## src/rtl/sbg_pkg.sv

```systemverilog
package sbg_pkg;
  localparam int BIT_W = 9;

  typedef enum logic [1:0] {
    MODE_ASYNC = 2'b00,
    MODE_SYNC  = 2'b01,
    MODE_CARD  = 2'b10,
    MODE_ALT   = 2'b11
  } sbg_mode_e;

  // units per basic tick, minus one
  function automatic logic [1:0] base_last(sbg_mode_e m);
    return (m == MODE_SYNC) ? 2'd3 : 2'd1;
  endfunction

  // basic ticks per bit, minus one
  function automatic logic [BIT_W-1:0] bit_last(sbg_mode_e m, logic [1:0] bcp);
    logic [BIT_W-1:0] r;
    unique case (m)
      MODE_SYNC: r = 9'd0;
      MODE_CARD: begin
        unique case (bcp)
          2'b00:   r = 9'd31;
          2'b01:   r = 9'd63;
          2'b10:   r = 9'd371;
          default: r = 9'd255;
        endcase
      end
      default:   r = 9'd15;
    endcase
    return r;
  endfunction
endpackage

```

## src/rtl/sbg_cnt.sv

```systemverilog
module sbg_cnt #(
  parameter int W = 8
) (
  input  logic         clk_i,
  input  logic         rst_ni,
  input  logic         clr_i,
  input  logic         step_i,
  input  logic [W-1:0] last_i,
  output logic         tick_o
);
  logic [W-1:0] cnt_q;

  always_comb tick_o = step_i && (cnt_q == last_i);

  always_ff @(posedge clk_i or negedge rst_ni) begin
    if (!rst_ni)      cnt_q <= '0;
    else if (clr_i)   cnt_q <= '0;
    else if (tick_o)  cnt_q <= '0;
    else if (step_i)  cnt_q <= cnt_q + 1'b1;
  end

  assert_clear_R7: assert property (@(posedge clk_i) disable iff (!rst_ni)
    clr_i |=> cnt_q == '0);
  assert_in_range_R7: assert property (@(posedge clk_i) disable iff (!rst_ni)
    cnt_q <= last_i);
endmodule

```

## src/rtl/sbg_limits.sv

```systemverilog
module sbg_limits
  import sbg_pkg::*;
#(
  parameter int SEL_W = 2,
  localparam int PRE_W = 2 * ((1 << SEL_W) - 1)
) (
  input  sbg_mode_e        mode_i,
  input  logic [SEL_W-1:0] cks_i,
  input  logic [1:0]       bcp_i,
  output logic [PRE_W-1:0] pre_last_o,
  output logic [1:0]       base_last_o,
  output logic [BIT_W-1:0] bit_last_o
);
  logic [PRE_W:0] span;

  always_comb begin
    span        = (PRE_W+1)'(1) << {cks_i, 1'b0};
    pre_last_o  = PRE_W'(span - 1'b1);
    base_last_o = base_last(mode_i);
    bit_last_o  = bit_last(mode_i, bcp_i);
  end
endmodule

```

## src/rtl/serial_baud_gen.sv

```systemverilog
module serial_baud_gen
  import sbg_pkg::*;
#(
  parameter int               DIV_W   = 8,
  parameter int               SEL_W   = 2,
  parameter logic [DIV_W-1:0] DIV_RST = '1,
  localparam int              PRE_W   = 2 * ((1 << SEL_W) - 1)
) (
  input  logic             clk_i,
  input  logic             rst_ni,
  input  logic             en_i,
  input  logic             wr_en_i,
  input  logic [DIV_W-1:0] wr_data_i,
  output logic [DIV_W-1:0] rd_data_o,
  input  logic [SEL_W-1:0] cks_i,
  input  logic [1:0]       mode_i,
  input  logic [1:0]       bcp_i,
  output logic             base_tick_o,
  output logic             bit_tick_o
);
  logic [DIV_W-1:0] div_q;
  logic [SEL_W-1:0] cks_q;
  sbg_mode_e        mode_q;
  logic [1:0]       bcp_q;
  logic             restart, clr;
  logic [PRE_W-1:0] pre_last;
  logic [1:0]       base_last_w;
  logic [BIT_W-1:0] bit_last_w;
  logic             pre_tick, unit_tick, base_tick, bit_tick;

  // any config edit restarts the chain so the first period is full length
  always_comb begin
    restart = wr_en_i || (cks_i != cks_q) || (sbg_mode_e'(mode_i) != mode_q)
              || (bcp_i != bcp_q);
    clr     = restart || !en_i;
  end

  always_ff @(posedge clk_i or negedge rst_ni) begin
    if (!rst_ni) begin
      div_q  <= DIV_RST;
      cks_q  <= '0;
      mode_q <= MODE_ASYNC;
      bcp_q  <= '0;
    end else begin
      if (wr_en_i) div_q <= wr_data_i;
      cks_q  <= cks_i;
      mode_q <= sbg_mode_e'(mode_i);
      bcp_q  <= bcp_i;
    end
  end

  assign rd_data_o = div_q;

  sbg_limits #(.SEL_W(SEL_W)) u_limits (
    .mode_i     (mode_q),
    .cks_i      (cks_q),
    .bcp_i      (bcp_q),
    .pre_last_o (pre_last),
    .base_last_o(base_last_w),
    .bit_last_o (bit_last_w)
  );

  sbg_cnt #(.W(PRE_W)) u_pre (
    .clk_i(clk_i), .rst_ni(rst_ni), .clr_i(clr), .step_i(en_i),
    .last_i(pre_last), .tick_o(pre_tick)
  );
  sbg_cnt #(.W(DIV_W)) u_div (
    .clk_i(clk_i), .rst_ni(rst_ni), .clr_i(clr), .step_i(pre_tick),
    .last_i(div_q), .tick_o(unit_tick)
  );
  sbg_cnt #(.W(2)) u_base (
    .clk_i(clk_i), .rst_ni(rst_ni), .clr_i(clr), .step_i(unit_tick),
    .last_i(base_last_w), .tick_o(base_tick)
  );
  sbg_cnt #(.W(BIT_W)) u_bit (
    .clk_i(clk_i), .rst_ni(rst_ni), .clr_i(clr), .step_i(base_tick),
    .last_i(bit_last_w), .tick_o(bit_tick)
  );

  always_ff @(posedge clk_i or negedge rst_ni) begin
    if (!rst_ni) begin
      base_tick_o <= 1'b0;
      bit_tick_o  <= 1'b0;
    end else begin
      base_tick_o <= base_tick && !clr;
      bit_tick_o  <= bit_tick && !clr;
    end
  end

  assert_write_R2: assert property (@(posedge clk_i) disable iff (!rst_ni)
    wr_en_i |=> rd_data_o == $past(wr_data_i));
  assert_quiet_R8: assert property (@(posedge clk_i) disable iff (!rst_ni)
    !en_i |=> !base_tick_o && !bit_tick_o);
  assert_bit_on_base_R9: assert property (@(posedge clk_i) disable iff (!rst_ni)
    bit_tick_o |-> base_tick_o);
  assert_single_pulse_R9: assert property (@(posedge clk_i) disable iff (!rst_ni)
    base_tick_o |=> !base_tick_o);
endmodule

```

## config.mk

```make
export PLATFORM = sky130hd
export DESIGN_NAME = serial_baud_gen
export DESIGN_NICKNAME = d
export VERILOG_FILES = /design/src/rtl/sbg_pkg.sv /design/src/rtl/sbg_cnt.sv /design/src/rtl/sbg_limits.sv /design/src/rtl/serial_baud_gen.sv
export SDC_FILE = /design/constraint.sdc
export NUM_CORES = 1
export LEC_CHECK = 0
export BUFFER_PORTS_ARGS = -buffer_cell sky130_fd_sc_hd__buf_2
export CELL_PAD_IN_SITES_DETAIL_PLACEMENT = 1
export CELL_PAD_IN_SITES_GLOBAL_PLACEMENT = 1
export CORE_MARGIN = 3
export CORE_UTILIZATION = 45
export CTS_CLUSTER_DIAMETER = 50
export CTS_CLUSTER_SIZE = 12
export DETAILED_ROUTE_END_ITERATION = 12
export PLACE_DENSITY = 0.78
export SYNTH_ARGS = -nofsm -noshare
export SYNTH_HDL_FRONTEND = slang
export SYNTH_SLANG_ARGS = --single-unit
export TNS_END_PERCENT = 30
```

## constraint.sdc

```tcl
create_clock -name clk_i -period 4.05 [get_ports clk_i]
set_input_delay 0.2025 -clock clk_i [delete_from_list [all_inputs] [get_ports clk_i]]
set_output_delay 0.2025 -clock clk_i [all_outputs]
set_load 0.02 [all_outputs]
```

---- Yosys cells after proc, flatten, opt, wreduce, memory -nomap -nowiden ----
Index checks and enable logic that the tools add are counted.
W data, S select, Z words.
cells by class
  mux-type cells .......................... 15
  reductions and logical operators ........ 17
  add/subtract/negate cells ............... 5
  equal/unequal tests ..................... 11
  shift operators ......................... 1
operators with widths
  operator               number
  $mux W9                3
  $pmux W9 S3            1
  $mux W8                3
  $mux W6                3
  $pmux W9 S2            1
  $reduce_bool A3 Y1     4
  $add A9 B1 Y9 const B  1
  $eq A9 B9 Y1           1
  $add A8 B1 Y8 const B  1
  $eq A8 B8 Y1           1
  $mux W2                4
  $add A6 B1 Y6 const B  1
  $eq A6 B6 Y1           1
  $logic_and A1 B1 Y1    6
  $ne A2 B2 Y1           3
  $shl A1 B3 Y6 const A  1
  $sub A6 B1 Y6 const B  1
  $eq A2 B1 Y1 const B   2
  $eq A2 B2 Y1 const B   2
  $logic_or A1 B1 Y1     4
  $add A2 B1 Y2 const B  1
  $eq A2 B2 Y1           1
  $logic_not A1 Y1       2
  $logic_not A2 Y1       1
storage, ports and cells
  word-level logic and storage cells ...... 59
  input bits .............................. 18
  output and inout port bits .............. 10
  register bits ........................... 41

---- Longest topological paths before layout ----
  word-level depth ........................ 9
  depth in mapped cells ................... 9
  mapped depth without buffers ............ 7

---- By module ----
A second synthesis with hierarchy kept.
unflattened totals
  cells, all modules ...................... 234
  area total of the unflattened synthesis .. 2441.1 µm²
by module, submodules not included
  module            instances  area an instance (µm²)  cells an instance  seq. area each (µm²)
  serial_baud_gen   1          620.6                   39                 410.4
  sbg_cnt (u_bit)   1          601.8                   65                 225.2
  sbg_cnt (u_div)   1          533.0                   52                 200.2
  sbg_cnt (u_pre)   1          384.1                   39                 150.1
  sbg_limits        1          170.2                   25                 0.0
  sbg_cnt (u_base)  1          131.4                   14                 50.0

---- Worst setup path before layout ----
Ideal clock, no wire load.
  path type ............................... flip-flop to flip-flop
  start point ............................. register cks_q[1]
  end point ............................... register u_base.cnt_q[1]
  slack ................................... 1.871 ns
  cell stages (with the launch flop) ...... 10
  period minus slack after synthesis ...... 2.179 ns
  data required time ...................... 3.920 ns
  setup time .............................. 0.130 ns
  path buffers ............................ 2
  data arrival time ....................... 2.049 ns
  path through ............................ dfrtp_1 or2_2 ha_1 xor2_1 nand3_1 a21o_1 buf_2 buf_2 o31ai_1 a21oi_1
on the way
  longest elaborated chain between the ends .. 8
  elaborated cells between the ends (all ways) .. 14
  those cells by class .................... 1 x add/sub; 2 x eq/ne; 1 x shift; 2 x mux; 8 x reduce/logical
ends and longest elaborated chain
  element                            line                   text
  start: declaration                 serial_baud_gen.sv:22  logic [SEL_W-1:0] cks_q;
  start signal: assignment           serial_baud_gen.sv:46  cks_q <= cks_i;
  $shl A1 B3 Y6                      sbg_limits.sv:17       span = (PRE_W+1)'(1) << {cks_i, 1'b0};
  $sub A6 B1 Y6                      sbg_limits.sv:18       pre_last_o = PRE_W'(span - 1'b1);
  $eq A6 B6 Y1                       sbg_cnt.sv:13          always_comb tick_o = step_i && (cnt_q == last_i);
  $logic_and A1 B1 Y1 (3 in series)  sbg_cnt.sv:13
  $mux W2                            sbg_cnt.sv:18          else if (tick_o) cnt_q <= '0;
  $mux W2                            sbg_cnt.sv:17          else if (clr_i) cnt_q <= '0;
  end signal: assignment             sbg_cnt.sv:19          else if (step_i) cnt_q <= cnt_q + 1'b1;
  end: declaration                   sbg_cnt.sv:11          logic [W-1:0] cnt_q;
Parallel ways exist; a longest one is shown, timed or not.
A chain may end at the register's enable or synchronous reset.

---- Worst setup path in the final report ----
  start point ............................. register cks_q[0]
  end point ............................... register u_div.cnt_q[6]
on the way
  longest elaborated chain between the ends .. 7
  elaborated cells between the ends (all ways) .. 13
  those cells by class .................... 1 x add/sub; 2 x eq/ne; 1 x shift; 2 x mux; 7 x reduce/logical
ends and longest elaborated chain
  element                            line
  $shl A1 B3 Y6                      sbg_limits.sv:17
  $sub A6 B1 Y6                      sbg_limits.sv:18
  $eq A6 B6 Y1                       sbg_cnt.sv:13
  $logic_and A1 B1 Y1 (2 in series)  sbg_cnt.sv:13
  $mux W8                            sbg_cnt.sv:18
  $mux W8                            sbg_cnt.sv:17
  end signal: assignment             sbg_cnt.sv:19
  end: declaration                   sbg_cnt.sv:11
Parallel ways exist; a longest one is shown, timed or not.

==> metrics.cfg <==
[timing]
layout_setup_ws_ns = 1.49
setup_violations = 0
final.period_utilization_pct = 63.3
finalMaxSlewViolations = 0
worstMarginPinSlew_ns = 0.929
finalHoldViolCount = 0
finClkSkew_ns = 0.00333
fin_crit_ns = 2.56
max_freq_mhz = 390
setup_tns_ns = 0
maxSlewHeadroom_pct = 38.1
rsz0062_at_grt = false

[floorplanning]
start_util_pct = 48.4
fp.dieArea_mm2 = 0.00615
core_mm2 = 0.00488
dieWidth_um = 78.4
pin_count = 28
rows = 25
die_y_um = 78.4

[worst_setup_path]
path_max_fanout = 21
r2r_slack_ns = 1.49
r2r_start = cks_q[0]$_DFF_PN0_
worstRegToRegCells = 7
setup.worst_path.start_class = flip-flop
critPathBufInv = 0
cpMaxStageDelayCell = or4_1
critical_path_class = flip-flop to flip-flop
cp.arrival_ns = 2.79
crit_start = cks_q[0]$_DFF_PN0_
crit_end = u_div.cnt_q[6]$_DFFE_PN0P_
cp.depth = 7
required_ns = 4.27
reg2reg_to = u_div.cnt_q[6]$_DFFE_PN0P_
crit_family = simple AND/OR/NAND/NOR gates
max_stage_delay_ns = 0.57
path_cells = or2_2 -> ha_1 -> xor2_1 -> nand3_1 -> a21o_1 -> or4_1 -> a21oi_1
end_kind = flip-flop

[worst_hold_path]
hp-class = input port to flip-flop
hold_depth = 1
hp-start = mode_i[0]

[routing]
drc = 0
dr.pass1.iters = 4
antenna_left = 0
wl_um = 5300
dr_total_vias = 1839
wl_per_cell_um = 16.4
drtIter0Drc = 27
routed_via_density = 5.69

[pwr]
pwr-share-clk_pct = 36.2
sequentialPowerShare_pct = 53.4
swShare_pct = 24.8
intPower_mw = 0.618
p_comb_share_pct = 10.4
p_sw_mw = 0.204
power.leakage_nw = 1.04
power_mw = 0.822
peakVddDrop_mv = 0.154
p_per_area_mw_per_mm2 = 312

[clock_tree]
h-tree-depth = 2
cts.sinks = 41
cts_resized = 0
cts_buffers = 5
clock_latency_ns = 0.30
cts_buffer_depth = 2
clk_pin_slew_ns = 0.08
root_buffer = clkbuf_8
post_cts_buffers = 0
hold_buffers = 0
cts_tree = done

[yosys]
synth_most_common_cell = dfrtp_1
ys_top_cells_by_area = dfrtp_1 35%, dfstp_2 8.9%, xnor2_1 8.2%
yosys_warnings = 0
syn-num-nets = 253
synth_flop_cell = dfrtp_1
synth_common_cells = 33 x dfrtp_1, 22 x xnor2_1, 12 x nor2_1
synth_top_cell_by_area = dfrtp_1
synth_edf_count = 0
syn_area_mm2 = 0.00236
syn_area_per_cell_um2 = 10.3
netlist_instances = 228
ys_ff_latch = 41
async_flop_share_pct = 100
ys_seq_area_share_pct = 43.9
synth_top_area_share_pct = 35.0
synth_cell_types = 52

[flow_run]
max_cap_viol_count = 0

[placement]
port_buffers = 27
place_hpwl_um = 3830
place_area_mm2 = 0.00253
place.gp.congestion = 0.785
post-place-ws_ns = 1.50

[final_layout]
final_util_pct = 54.0
diodes = 0
postLayoutCellArea_mm2 = 0.00264
syn_to_final_growth_pct = 11.7
final_net_count = 280
final_layout_size_suffix_gt1_share_pct = 23.8

[global_routing]
grt_antenna_before_repair = 0
grt_max_degree = 42
grt_remaining_overflow = 0
grt_pass1_vias = 1890
grt_pass1_wl_um = 9340
grt_use_total_pct = 19.1

[run_status]
status = finished clean

==> per-layer routing <==
metal / GRT usage [%] / up-vias / wire, um
met3: 3.67 / 9 / 128
met1: 24.6 / 915 / 2440
met5: 0 / - / 0
met2: 31.5 / 23 / 2640
met4: 7.69 / 0 / 95
li1: - / 892 / -
==> cell families (layout without fill, tap and decap cells) <==
logic type / after synthesis / count (layout) / share of synthesized area, %
compound gates: 51 / 51 / 15.9
xor+xnor: 28 / 28 / 10.7
fa+ha+maj: 7 / 7 / 3.71
buf+inv: 17 / 45 / 3.50
flops: 41 / 41 / 43.9
mux: 11 / 11 / 5.09
simple gates: 73 / 73 / 17.2
==> cell type report <==
class / count / area [um^2]
fill: 561 / 2240
multi-input combinational: 170 / 1240
sequential: 41 / 1040
timing repair buffer: 27 / 135
clock buffer: 7 / 96.3
tap: 67 / 83.8
inverter: 10 / 37.5
clock inverter: 1 / 5.00
==> registers in the layout (all words and copies together) (netlist names) <==
signal        count
u_bit.cnt_q       9
rd_data_o         8
u_div.cnt_q       8
u_pre.cnt_q       6
bcp_q             2
cks_q             2
mode_q            2
u_base.cnt_q      2
base_tick_o       1
bit_tick_o        1
==> layout by cell type (no fill, tap or decap), types with 3 or more instances in the layout <==
master / n
dfrtp_1: 33
buf_2: 27
mux2_2: 8
clkbuf_8: 7
nand3_1: 9
o2111ai_1: 6
and3_1: 5
o211ai_1: 6
xor2_1: 5
inv_1: 10
ha_1: 7
nor3_1: 8
nand2_1: 10
nor3b_1: 3
mux2i_1: 3
dfstp_2: 8
or4_1: 3
o22ai_1: 4
o21ai_0: 7
a21oi_1: 7
nand4_1: 3
xnor2_1: 22
nor2_1: 12
o311ai_0: 4
or3_1: 5
==> worst min path at each step <==
stage	endpoint
6_report	mode_q[0]$_DFF_PN0_
5_1_grt	mode_q[0]$_DFF_PN0_
4_1_cts	mode_q[0]$_DFF_PN0_
3_5_place_dp	mode_q[0]$_DFF_PN0_
3_3_place_gp	mode_q[0]$_DFF_PN0_
2_1_floorplan	base_tick_o$_DFF_PN0_
==> stage by stage <==
step / std cells / hold WS (ns)
floorplan: 228 / -0.0931
global placement: 315 / 0.335
detailed placement: 315 / 0.338
CTS: 323 / 0.0267
global route: 323 / 0.0246
finish: 323 / 0.0305
==> power groups by stage <==
stage | logic (mW) | registers, mW | clock network, mW
final | 0.0851 | 0.439 | 0.298
after floorplan | 0.0449 | 0.455 | 0
after CTS | 0.0874 | 0.439 | 0.306
after global placement | 0.0848 | 0.446 | 0
after detailed placement | 0.0867 | 0.447 | 0
after global routing | 0.0951 | 0.442 | 0.319
Power figures use the tool's default switching activity.
